`src/rtl/usq_pkg.sv`:
```
`timescale 1ns/1ps
package usq_pkg;
  parameter int unsigned OPC_W  = 8;
  parameter int unsigned PHS_W  = 4;
  parameter int unsigned FLG_W  = 4;
  parameter int unsigned CSA_W  = OPC_W + PHS_W + FLG_W;
  parameter int unsigned IRQ_OPCODE = 0;
  parameter int unsigned SYNC_STAGES = 2;
endpackage

```
`src/rtl/usq_rst_sync.sv`:
```
`timescale 1ns/1ps
// Reset synchronizer: asserts at once, releases after STAGES clock edges.
module usq_rst_sync #(
  parameter int unsigned STAGES = 2
) (
  input  logic clk,
  input  logic rst_n,
  output logic rst_sync_n
);
  logic [STAGES-1:0] chain_q;
  logic [STAGES-1:0] chain_d;

  always_comb begin
    chain_d = {chain_q[STAGES-2:0], 1'b1};
  end

  always_ff @(posedge clk or negedge rst_n) begin
    if (!rst_n) chain_q <= '0;
    else        chain_q <= chain_d;
  end

  assign rst_sync_n = chain_q[STAGES-1];
endmodule

```
`src/rtl/usq_opcode_reg.sv`:
```
`timescale 1ns/1ps
// Opcode register: loads at fetch; clears to the interrupt opcode instead when an interrupt is taken.
module usq_opcode_reg #(
  parameter int unsigned W      = 8,
  parameter int unsigned INT_OP = 0
) (
  input  logic         clk,
  input  logic         rst_ni,
  input  logic         fetch_i,
  input  logic         take_int_i,
  input  logic [W-1:0] op_i,
  output logic [W-1:0] op_o
);
  localparam logic [W-1:0] IntCode = W'(INT_OP);

  logic [W-1:0] op_q;
  logic [W-1:0] op_d;

  always_comb begin
    op_d = op_q;
    if (fetch_i) begin
      if (take_int_i) op_d = IntCode;
      else            op_d = op_i;
    end
  end

  always_ff @(posedge clk or negedge rst_ni) begin
    if (!rst_ni) op_q <= '0;
    else         op_q <= op_d;
  end

  assign op_o = op_q;

  // outside a fetch cycle the opcode does not move
  p_hold_outside_fetch_r3: assert property (@(posedge clk) disable iff (!rst_ni)
    !fetch_i |=> $stable(op_o));
  // a fetch with no interrupt takes the presented byte
  p_load_at_fetch_r3: assert property (@(posedge clk) disable iff (!rst_ni)
    (fetch_i && !take_int_i) |=> (op_o == $past(op_i)));
  // a taken interrupt forces the entry opcode
  p_int_forces_zero_r4: assert property (@(posedge clk) disable iff (!rst_ni)
    (fetch_i && take_int_i) |=> (op_o == IntCode));
endmodule

```
`src/rtl/usq_phase_ctr.sv`:
```
`timescale 1ns/1ps
// Phase counter: restarts at 0 after a fetch, otherwise steps and wraps.
module usq_phase_ctr #(
  parameter int unsigned W = 4
) (
  input  logic         clk,
  input  logic         rst_ni,
  input  logic         restart_i,
  output logic [W-1:0] phase_o
);
  localparam logic [W-1:0] One = W'(1);

  logic [W-1:0] ph_q;
  logic [W-1:0] ph_d;

  always_comb begin
    if (restart_i) ph_d = '0;
    else           ph_d = ph_q + One;
  end

  always_ff @(posedge clk or negedge rst_ni) begin
    if (!rst_ni) ph_q <= '0;
    else         ph_q <= ph_d;
  end

  assign phase_o = ph_q;

  // phase is zero in the first cycle of a new opcode
  p_restart_zero_r5: assert property (@(posedge clk) disable iff (!rst_ni)
    restart_i |=> (phase_o == '0));
  // otherwise one step per cycle, wrapping at the counter width
  p_step_one_r5: assert property (@(posedge clk) disable iff (!rst_ni)
    !restart_i |=> (phase_o == W'($past(phase_o) + One)));
endmodule

```
`src/rtl/usq_flag_reg.sv`:
```
`timescale 1ns/1ps
// Condition-code register: parallel load from the ALU, serial restore toward bit 0.
module usq_flag_reg #(
  parameter int unsigned W = 4
) (
  input  logic         clk,
  input  logic         rst_ni,
  input  logic         load_i,
  input  logic [W-1:0] par_i,
  input  logic         shift_i,
  input  logic         ser_i,
  output logic [W-1:0] flags_o
);
  logic [W-1:0] fl_q;
  logic [W-1:0] fl_d;

  always_comb begin
    fl_d = fl_q;
    if (load_i)       fl_d = par_i;
    else if (shift_i) fl_d = {ser_i, fl_q[W-1:1]};
  end

  always_ff @(posedge clk or negedge rst_ni) begin
    if (!rst_ni) fl_q <= '0;
    else         fl_q <= fl_d;
  end

  assign flags_o = fl_q;

  // parallel load lands in one edge
  p_parallel_load_r7: assert property (@(posedge clk) disable iff (!rst_ni)
    load_i |=> (flags_o == $past(par_i)));
  // no command leaves the flags untouched
  p_idle_hold_r7: assert property (@(posedge clk) disable iff (!rst_ni)
    (!load_i && !shift_i) |=> $stable(flags_o));
  // serial bit enters at the top
  p_serial_top_r8: assert property (@(posedge clk) disable iff (!rst_ni)
    (shift_i && !load_i) |=> (flags_o[W-1] == $past(ser_i)));
  // the remaining bits move one place toward bit 0
  p_serial_move_r8: assert property (@(posedge clk) disable iff (!rst_ni)
    (shift_i && !load_i) |=> (flags_o[W-2:0] == $past(flags_o[W-1:1])));
endmodule

```
`src/rtl/usq_sequencer.sv`:
```
`timescale 1ns/1ps
// Microcode sequencer: forms {opcode, phase, flags} and injects the interrupt opcode at fetch.
module usq_sequencer
  import usq_pkg::*;
#(
  parameter int unsigned OP_W  = OPC_W,
  parameter int unsigned PH_W  = PHS_W,
  parameter int unsigned FL_W  = FLG_W,
  parameter int unsigned INT_OP = IRQ_OPCODE,
  parameter int unsigned RS_STAGES = SYNC_STAGES,
  localparam int unsigned A_W = OP_W + PH_W + FL_W
) (
  input  logic            clk,
  input  logic            rst_n,
  input  logic [OP_W-1:0] op_in,
  input  logic            end_instr,
  input  logic            irq_pending,
  input  logic            ie_set,
  input  logic            ie_clr,
  input  logic            flag_load,
  input  logic [FL_W-1:0] alu_flags,
  input  logic            flag_shift,
  input  logic            flag_sin,
  output logic [A_W-1:0]  cs_addr,
  output logic            fetch,
  output logic            int_en
);
  logic            rst_i_n;
  logic            fetch_q, fetch_d;
  logic            ie_q, ie_d;
  logic            take_int;
  logic [OP_W-1:0] opcode;
  logic [PH_W-1:0] phase;
  logic [FL_W-1:0] flags;

  usq_rst_sync #(.STAGES(RS_STAGES)) u_rst_sync (
    .clk        (clk),
    .rst_n      (rst_n),
    .rst_sync_n (rst_i_n)
  );

  // Next-state logic for fetch request and interrupt enable
  always_comb begin
    fetch_d = end_instr;
    ie_d    = ie_q;
    if (ie_clr)      ie_d = 1'b0;
    else if (ie_set) ie_d = 1'b1;
  end

  always_ff @(posedge clk or negedge rst_i_n) begin
    if (!rst_i_n) begin
      fetch_q <= 1'b0;
      ie_q    <= 1'b0;
    end else begin
      fetch_q <= fetch_d;
      ie_q    <= ie_d;
    end
  end

  assign take_int = ie_q & irq_pending;

  usq_opcode_reg #(.W(OP_W), .INT_OP(INT_OP)) u_opcode (
    .clk        (clk),
    .rst_ni     (rst_i_n),
    .fetch_i    (fetch_q),
    .take_int_i (take_int),
    .op_i       (op_in),
    .op_o       (opcode)
  );

  usq_phase_ctr #(.W(PH_W)) u_phase (
    .clk       (clk),
    .rst_ni    (rst_i_n),
    .restart_i (fetch_q),
    .phase_o   (phase)
  );

  usq_flag_reg #(.W(FL_W)) u_flags (
    .clk     (clk),
    .rst_ni  (rst_i_n),
    .load_i  (flag_load),
    .par_i   (alu_flags),
    .shift_i (flag_shift),
    .ser_i   (flag_sin),
    .flags_o (flags)
  );

  assign cs_addr = {opcode, phase, flags};
  assign fetch   = fetch_q;
  assign int_en  = ie_q;

  // an end-of-instruction bit is followed by a fetch cycle
  p_fetch_follows_r3: assert property (@(posedge clk) disable iff (!rst_i_n)
    end_instr |=> fetch);
  // clear wins over set
  p_ie_clear_r6: assert property (@(posedge clk) disable iff (!rst_i_n)
    ie_clr |=> !int_en);
  // set alone enables
  p_ie_set_r6: assert property (@(posedge clk) disable iff (!rst_i_n)
    (ie_set && !ie_clr) |=> int_en);
  // no command keeps the state
  p_ie_hold_r6: assert property (@(posedge clk) disable iff (!rst_i_n)
    (!ie_set && !ie_clr) |=> $stable(int_en));
endmodule

```
`config.mk`:
```
export PLATFORM = sky130hd
export DESIGN_NAME = usq_sequencer
export DESIGN_NICKNAME = d
export VERILOG_FILES = /design/src/rtl/usq_pkg.sv /design/src/rtl/usq_rst_sync.sv /design/src/rtl/usq_opcode_reg.sv /design/src/rtl/usq_phase_ctr.sv /design/src/rtl/usq_flag_reg.sv /design/src/rtl/usq_sequencer.sv
export SDC_FILE = /design/constraint.sdc
export NUM_CORES = 1
export LEC_CHECK = 0
export ABC_AREA = 0
export BUFFER_PORTS_ARGS = -buffer_cell sky130_fd_sc_hd__buf_4
export CORE_MARGIN = 5
export CORE_UTILIZATION = 39
export CTS_CLUSTER_DIAMETER = 150
export CTS_CLUSTER_SIZE = 20
export DETAILED_ROUTE_END_ITERATION = 7
export PLACE_DENSITY = 0.69
export REMOVE_ABC_BUFFERS = 1
export SLEW_MARGIN = 10
export SYNTH_ARGS = -nofsm -noshare
export SYNTH_HDL_FRONTEND = slang
export SYNTH_HIERARCHICAL = 1
export SYNTH_SLANG_ARGS = --single-unit
export TNS_END_PERCENT = 20
```
`constraint.sdc`:
```
create_clock -name clk -period 1 [get_ports clk]
set_clock_uncertainty 0.2 [all_clocks]
set_input_delay 0.2 -clock clk [delete_from_list [all_inputs] [get_ports clk]]
set_output_delay 0.2 -clock clk [all_outputs]
set_load 0.05 [all_outputs]
```
# After elaboration in Yosys (flattened, before gate mapping)

Index checks and enable logic that the tools add are counted.

Bits in registers: 20
Output and inout bits: 18
Logic and storage cells: 16
Bits of input ports: 21

Reductions and logical operators: 2
Bitwise operators: 1
$add $sub $neg: 1
Muxes and demuxes: 6

Operators by type and width:

| kind                                                          | number |
|---|---|
| 4-bit two-way mux                                             | 3 |
| 8-bit two-way mux                                             | 1 |
| 4-bit by 1-bit adder with 4-bit output, second input constant | 1 |
| 2-bit nonzero test                                            | 2 |
| 1-bit two-way mux                                             | 2 |
| 1-bit AND                                                     | 1 |

# Depth between registers and ports, before layout

Gate-level depths: netlist of the first run.

Depth in word-level cells: 2
Gate-level depth with buffers: 3

# Cells and area by module

The synthesis of the first run kept the hierarchy.

Modules (own cells, without submodules):

| module         | cells an instance | times used | area each (um2) |
|---|---|---|---|
| usq_opcode_reg | 33                | 1          | 341.6 |
| usq_flag_reg   | 17                | 1          | 186.4 |
| usq_phase_ctr  | 13                | 1          | 170.2 |
| usq_sequencer  | 4                 | 1          | 66.3 |
| usq_rst_sync   | 3                 | 1          | 53.8 |

# Worst setup path before layout of the first run

Ideal clock, no wire load.

Path kind: register to register
From: register fetch_q (netlist: fetch)
To: register u_phase.ph_q[3] (netlist: u_phase/phase_o[3])
Arrival: 1.155 ns
Path slack: -0.480 ns
Cell stages (with the launch flop): 3
Required time: 0.675 ns
Buffers on the path: 0
Cells stage by stage: dfrtp_1 nor2_1 mux2_4

Word-level cells in the longest chain between the ends: 1

Ends and longest elaborated chain:

| what                   | line                | text |
|---|---|---|
| from (decl)            | usq_sequencer.sv:29 | `logic fetch_q, fetch_d;` |
| from (signal assigned) | usq_sequencer.sv:55 | `fetch_q <= fetch_d;` |
| 4-bit two-way mux      | usq_phase_ctr.sv:17 | `if (restart_i) ph_d = '0;` |
| net u_phase.ph_d[3]    | usq_phase_ctr.sv:14 | `logic [W-1:0] ph_d;` |
| to (signal assigned)   | usq_phase_ctr.sv:23 | `else ph_q <= ph_d;` |
| to (decl)              | usq_phase_ctr.sv:13 | `logic [W-1:0] ph_q;` |

The timed path passes the listed nets, and every way through them passes these cells.
A chain may end at the register's enable or synchronous reset.

# Final worst setup path of the first run

From: register ie_q (netlist: int_en)
To: output port int_en

RTL lines:

| what                   | line                | text |
|---|---|---|
| from (decl)            | usq_sequencer.sv:30 | `logic ie_q, ie_d;` |
| from (signal assigned) | usq_sequencer.sv:56 | `ie_q <= ie_d;` |
| to (decl)              | usq_sequencer.sv:26 | `output logic int_en` |

No word-level cell between the ends.

==> impl_summary.md, run 1 <==
Detailed routing
Across all layers, the routed design uses ~730 vias. The wire length per cell is about 14 um. The number of DRC markers after the initial detailed-route iteration is 11.

In the routed design, unresolved DRC markers number 0. Dividing the detail-routed via count by the number of cells gives 4.46. The number of detailed-route iterations in the first pass is 3. The remaining antenna violation count is 0. The routed wire length is around 2.2 mm.

Setup path
The worst setup path is of the flop to output port kind. Data on the critical path is required at its endpoint by around 0.6 ns. The data arrival at the endpoint of the critical path is just under 1 ns.

Of all nets on the critical path, the largest fanout is 2. The worst setup path is launched from a flop. The worst setup path is captured at an output port.

Logic synthesis
In the post-synthesis netlist, the biggest area contributors are dfrtp_1, nand3b_1, mux2i_1, o21ai_1, inv_1. The synthesized flop and latch total is 20. The top-area cell type share of the netlist area is between 60 and 70%. The netlist area before placement is 818 um2. During synthesis, Yosys emitted a total of 6 warnings. The dominant cell type by area after synthesis is dfrtp_1.

The distinct cell type count of the synthesized netlist is 17. The average instance area after synthesis is roughly 12 um2. The sequential-to-total area share from yosys stat is 61.2%.

The instance count of the mapped netlist is 70.

Timing
The post-layout worst setup margin is -0.368 ns. Static timing analysis puts the maximum clock frequency at roughly 730 MHz. The worst hold margin is -0.0805 ns. After layout, the worst path uses 137% of the clock period.

The number of max-slew violations in the final report was 0. The number of failing hold endpoints at the final stage came to 12. For the finished layout, the period the worst path requires is 1.37 ns. Setup repair after global routing could not meet its margin everywhere.

Setup violations remaining at the end of the flow were counted as 32.

Global route
The total global routing track utilization is between 10% and 20%. Entering global routing, the biggest net connects 13 pins. The initial antenna violation count is 1.

The number of global-route vias before repair came to between 700 and 800. For this run the aggregate overflow at the end of global routing stands at 0. The first global-routing pass estimated ~3.7 mm of wire.

Clock network
For this design, the sink count on the clock tree is 20. After clock tree synthesis, the clock-pin slew on the worst setup and hold paths is about 0.11 ns. TritonCTS built the clock tree. Clock tree synthesis selected as its root buffer the cell clkbuf_4.

CTS built an H-tree with a depth of 1. Counting the buffers created by CTS gives 3. Clock latency on the worst-skew pair, taken at its later pin, is 0.30 ns. The number of buffers inserted for hold repair after clock tree synthesis is 12. The longest clock path from root to sink contains 2 buffers.

Power
Combinational logic is responsible for between 30% and 40% of the overall power. In this run the power density over the cells is 1390 nW/um2. The analysis attributes to net switching a power of between 0.6 and 0.7 mW. The power after layout is around 2.1 mW. The clock network accounts for 22.7% of the total power. The relative contribution of sequential cells to total power is 44.5%. The static leakage power is 0.755 nW. The internal power contribution is 1.41 mW. Across the VDD grid, the largest voltage drop is 1.00 mV. The net switching share of the total power is 32.3%.

Run status
The run finished, with violations left. The final reports fail on negative hold slack, negative setup slack.

Final layout
Relative to the synthesized area, the layout overhead comes to 82.1%. The post-layout utilization of the core is 75.2%. Once layout is done, the placed cells without fillers occupy approximately 1500 um2. In the final design database the tool counted 159 nets.

The share of cells above drive strength 1 is 44.9%.

Floorplanning
Pin placement for this block handled 39 I/O pins. The count of standard-cell rows is 16. The width of the die is 55.8 um. From bottom edge to top edge, the die measures between 50 and 60 um. The die covers 3110 um2. The floorplan step defined a core boundary enclosing 1980 um2. For this configuration, the core starts out at a cell density of 41.3%.

Placement
The quantity of I/O buffers inserted on ports is 38. At the end of routability-driven placement, the weighted congestion stood at about 0.73. The total half-perimeter wirelength after legalization and detailed placement is 1.37 mm. The cell area reported after detailed placement is 1170 um2.

Min path
The path class of the tightest hold or removal check is input port to flop.

Job
Max-cap violations in this run came to 0.
-- worst paths after layout --
kind / cells past startpoint / start / slack (ns) / to
max in group asynchronous: 1 / u_rst_sync/chain_q[1] / 0.44 / u_opcode/op_o[1]
min in group asynchronous: 1 / u_rst_sync/chain_q[1] / -0.03 / u_opcode/op_o[3]
hold reg to reg: 1 / u_rst_sync/chain_q[1] / -0.03 / u_opcode/op_o[3]
setup / recovery: 2 / int_en / -0.37 / int_en
hold / removal: 2 / flag_load / -0.08 / u_flags/flags_o[3]
setup reg to reg: 3 / u_phase/phase_o[0] / -0.24 / u_phase/phase_o[1]
-- cells by family (layout without fill, tap and decap cells) --
family / Yosys count / after routing / share of synthesized area, %
AO/OA/AOI/OAI: 13 / 13 / 8.56
XOR/XNOR: 1 / 1 / 1.07
adder cells (fa/ha/maj): 1 / 1 / 1.53
buffers and inverters: 10 / 76 / 6.42
flip-flops: 20 / 20 / 61.2
multiplexers: 5 / 5 / 6.73
other: 1 / 2 / 0.458
AND/OR/NAND/NOR: 19 / 19 / 14.1
-- area by class of cell --
| class | instances | area [um2] |
|---|---|---|
| Multi-Input combinational cell | 40 | 272 |
| Sequential cell | 20 | 502 |
| Antenna cell | 1 | 2.50 |
| Timing Repair Buffer | 64 | 614 |
| Inverter | 8 | 30.0 |
| Fill cell | 143 | 492 |
| Tap cell | 27 | 33.8 |
| Clock buffer | 4 | 36.3 |
-- placed cells by master, fill, tap and decap left out, types with 2 or more instances in the layout --
cell type / count
buf_4: 27
buf_6: 23
buf_8: 2
clkbuf_4: 3
dfrtp_1: 19
dlygate4sd3_1: 11
inv_1: 8
mux2i_1: 4
nand2_1: 4
nand3b_1: 8
nor2_1: 3
nor2b_1: 2
o21ai_1: 11
-- cells in the mapped netlist --
cell type,n
o21ai_1,8
mux2i_1,4
o21ai_0,4
buf_6,2
nor2_1,3
ha_1,1
o21ba_1,1
inv_1,8
mux2_4,1
xnor2_1,1
nand2_1,4
dfrtp_1,20
and2_1,1
nor2b_1,2
nand3_2,1
conb_1,1
nand3b_1,8
-- routing by layer --
metal / part of all wire, % / routed length [um] / global-route usage [%] / vias up
met5: 0 / 0 / 0 / -
met4: 0.45 / 10 / 6.94 / 0
met3: 5.4 / 119 / 4.18 / 2
met2: 55 / 1230 / 28.4 / 24
met1: 39 / 866 / 16.6 / 342
li1: - / - / - / 363
-- critical path: stages, from the launching register on --
cell and delay (ns):
dfrtp_1 0.41, buf_6 0.12, buf_8 0.14
-- sequential cells by signal, summed over array words and instances (netlist names) --
signal / count
u_phase/phase_o: 4
u_rst_sync/chain_q: 2
u_opcode/op_o: 8
int_en: 1
u_flags/flags_o: 4
fetch: 1
-- repair_timing --
item / CTS / global route
endpoints found under the hold margin: 22 / 7
buffers inserted: 5 / 1
pin swaps: 5 / 2
setup endpoints to repair: 30 / 33
gates resized for setup: 33 / 3
-- power groups by stage --
stage          combinational, mW  clock, mW  sequential, mW
6_report                   0.682      0.471           0.925
3_3_place_gp               0.535          0           0.934
4_1_cts                    0.674      0.481           0.925
5_1_grt                    0.718      0.522           0.935
3_5_place_dp               0.541          0           0.937
2_1_floorplan             0.0795          0            1.17
-- through the flow --
step	setup TNS (ns)	hold WS [ns]	cells	setup slack (ns)
floorplan	-6.26	-0.296	68	-0.587
global placement	-1.18	-0.216	141	-0.106
detailed placement	-1.33	-0.217	141	-0.123
CTS	-7.11	-0.0786	162	-0.374
global route	-8.29	-0.0826	164	-0.424
finish	-7.03	-0.0805	164	-0.368
Power figures use the tool's default switching activity.
==> run 2, diff against run 1 <==
Settings changed: CAP_MARGIN set to 10, SKIP_CTS_REPAIR_TIMING set to 1.
==> run 2 against run 1 <==
  * The run still ends with negative hold slack, negative setup slack left
  * Total power fell by 1.8%
  * Global-route usage decreased by 3.7 points
  * Non-clock buffer count fell by 6
  * Utilization shrank 3.9 points
  * Maximum frequency decreased by 2.2%
  * Largest power group unchanged
==> impl_summary.md, run 2 (synthesized netlist as in run 1, its figures left out) <==
Detailed routing
The routed wire length came to 2.08 mm (was 2.22 mm). The number of detailed-route iterations in the first pass was 3 (unchanged). The residual DRC count came to 0 (unchanged). The wire length per cell is 13.2 um (was 13.5 um). The number of DRC markers after the initial detailed-route iteration is 6 (was 11).

The overall via count from detail_route is 702 (was 731). The average via count per standard cell was 4.47 (was 4.46). The remaining antenna violation count is 0 (unchanged).

Timing
The number of max-slew violations in the final report is 0 (unchanged). The highest clock frequency the design can meet is 715 MHz (was 731 MHz). Setup repair after global routing missed its margin: yes (unchanged). The sum of negative setup slack is -6.72 ns (was -7.03 ns). The worst hold margin is -0.0744 ns (was -0.0805 ns). The shortest period the worst path allows is 1.40 ns (was 1.37 ns). The setup-violating endpoint count in the final report is 30 (was 32). The share of the clock period used by the worst path after layout is 140% (was 137%). The post-layout worst setup margin was -0.398 ns (was -0.368 ns). The number of failing hold endpoints at the final stage is 28 (was 12).

Final layout
The number of flip-flops under the largest register name is 8 (unchanged). The synthesis-to-finish area growth is 72.6% (was 82.1%). The number of inserted filler cells in the final layout came to 148 (was 143).

The sequential cell area was 502 um2 (unchanged). The area of the multi-input gates was 268 um2 (was 272 um2). The post-layout utilization of the core is 71.3% (was 75.2%). The number of diodes added for antenna fixing came to 0 (was 1). Top library cells by usage in the layout, fill and taps aside: buf_4, buf_6, dfrtp_1 (unchanged). The most frequent standard cell in the layout excluding fill and tap cells is buf_4 (unchanged). The share of cells above drive strength 1 was 45.4% (was 44.9%). The number of nets in the finished design is 153 (was 159).

Clock network
The CTS sink count is 20 (unchanged). The TritonCTS clock tree is yes (unchanged). The number of buffers inserted during clock tree synthesis is 3 (unchanged). The clock latency on the worst-skew pair is 0.29 ns (was 0.30 ns). The depth of the CTS H-tree is 1 (unchanged). The maximum number of buffers from clock root to sink is 2 (unchanged). The CTS clock-pin slew for the worst setup and hold paths was 0.11 ns (about the same). The CTS root buffer is clkbuf_4 (unchanged).

Setup path
The data arrival at the endpoint of the critical path is 1.00 ns (was 0.97 ns). The critical-path cell with the highest stage delay was dfrtp_1 (unchanged). The category of the critical setup timing path is flop to output port (unchanged).

The longest individual stage delay on the worst path is 0.43 ns (was 0.41 ns). The biggest fanout along the worst timing path is 3 (was 2). The startpoint type of the worst setup path is a flop (unchanged). The flop-to-flop setup slack is -0.26 ns (was -0.24 ns).

The data required time of the worst path is 0.60 ns (about the same). The endpoint type of the worst setup path was an output port (unchanged). Cell Chain, Critical Path: buf_6 -> buf_8 (unchanged).

Placement
The routability congestion estimate is 0.728 (unchanged). The quantity of I/O buffers inserted on ports is 38 (unchanged). The total half-perimeter wirelength after legalization and detailed placement was 1.37 mm (unchanged).

Power
The total net switching power came to 0.659 mW (was 0.672 mW). The relative contribution of sequential cells to total power came to 45.5% (was 44.5%). The power per standard cell area is 1450 nW/um2 (was 1390 nW/um2). The worst supply voltage drop on vdd is 1.01 mV (was 1.00 mV). The proportion of power drawn by the clock network is 22.9% (was 22.7%).

The power after layout is 2.04 mW (was 2.08 mW). The static leakage power is 0.715 nW (was 0.755 nW). The internal power contribution was 1.38 mW (was 1.41 mW). The combinational share of power is 31.6% (was 32.8%).

The net switching share of the total power is 32.3% (about the same).

Floorplanning
The area enclosed by the die boundary is 3110 um2 (unchanged). The count of standard-cell rows was 16 (unchanged). The count of pins on the block boundary was 39 (unchanged). The height of the die came to 55.8 um (unchanged). The placeable core region is 1980 um2 (unchanged).

The width of the die is 55.8 um (unchanged). The initial standard-cell utilization of the core is 41.3% (unchanged).

Global route
The remaining global-route overflow is 0 (unchanged). The number of global-route vias before repair is 686 (was 796). The global-route wire length before repair is 2.95 mm (was 3.75 mm).

The maximum number of pins on one net before global-route repair is 13 (unchanged). The initial antenna violation count is 0 (was 1). The total global routing track utilization is 11.8% (was 15.6%).

Min path
The path category of the worst min-delay check is input port to flop (unchanged).

Job
The number of max-capacitance violations reported is 0 (unchanged).

Run status
Status: finished with violations (unchanged). Violated checks: negative hold slack, negative setup slack (unchanged).
==> run 2: worst paths after layout <==
kind                                        from  depth (start not counted)                  to
max                           u_phase/phase_o[0]                          2          cs_addr[4]
min                                 alu_flags[1]                          3  u_flags/flags_o[1]
max in group asynchronous  u_rst_sync/chain_q[1]                          1    u_opcode/op_o[1]
min in group asynchronous  u_rst_sync/chain_q[1]                          1    u_opcode/op_o[3]
min reg2reg                u_rst_sync/chain_q[1]                          1    u_opcode/op_o[3]
max reg2reg                   u_phase/phase_o[0]                          3  u_phase/phase_o[1]
==> run 2: cell type report <==
class | instances | area share (%)
inverter | 8 | 2.13
multi-input combinational | 40 | 19.0
timing repair buffer | 58 | 38.4
sequential | 20 | 35.5
tap | 27 | 2.39
clock buffer | 4 | 2.57
==> run 2: power groups by stage <==
stage	combinational, mW	sequential (mW)	clock, mW
floorplan	0.0795	1.17	0
global placement	0.535	0.934	0
detailed placement	0.541	0.937	0
CTS	0.544	0.922	0.481
global route	0.683	0.939	0.523
finish	0.645	0.929	0.467
==> run 2: worst max-delay path, delay by kind of cell, from the launching register on <==
family / cells / cell delay [ns]
buf+inv: 2 / 0.27
flops: 1 / 0.43
==> run 2: metal layers <==
| metal | up-vias | routed length [um] | global-route usage, % |
|---|---|---|---|
| met5 | - | 0 | 0 |
| met4 | 0 | 10 | 5.21 |
| met3 | 2 | 127 | 4.41 |
| met2 | 26 | 1100 | 19.8 |
| met1 | 326 | 834 | 13.4 |
| li1 | 348 | - | - |
==> run 2: through the flow <==
stage	setup slack [ns]	std cells	instance area, um2
floorplan	-0.587	68	796
global placement	-0.106	141	1170
detailed placement	-0.123	141	1170
CTS	-0.461	145	1210
global route	-0.452	157	1410
finish	-0.398	157	1410
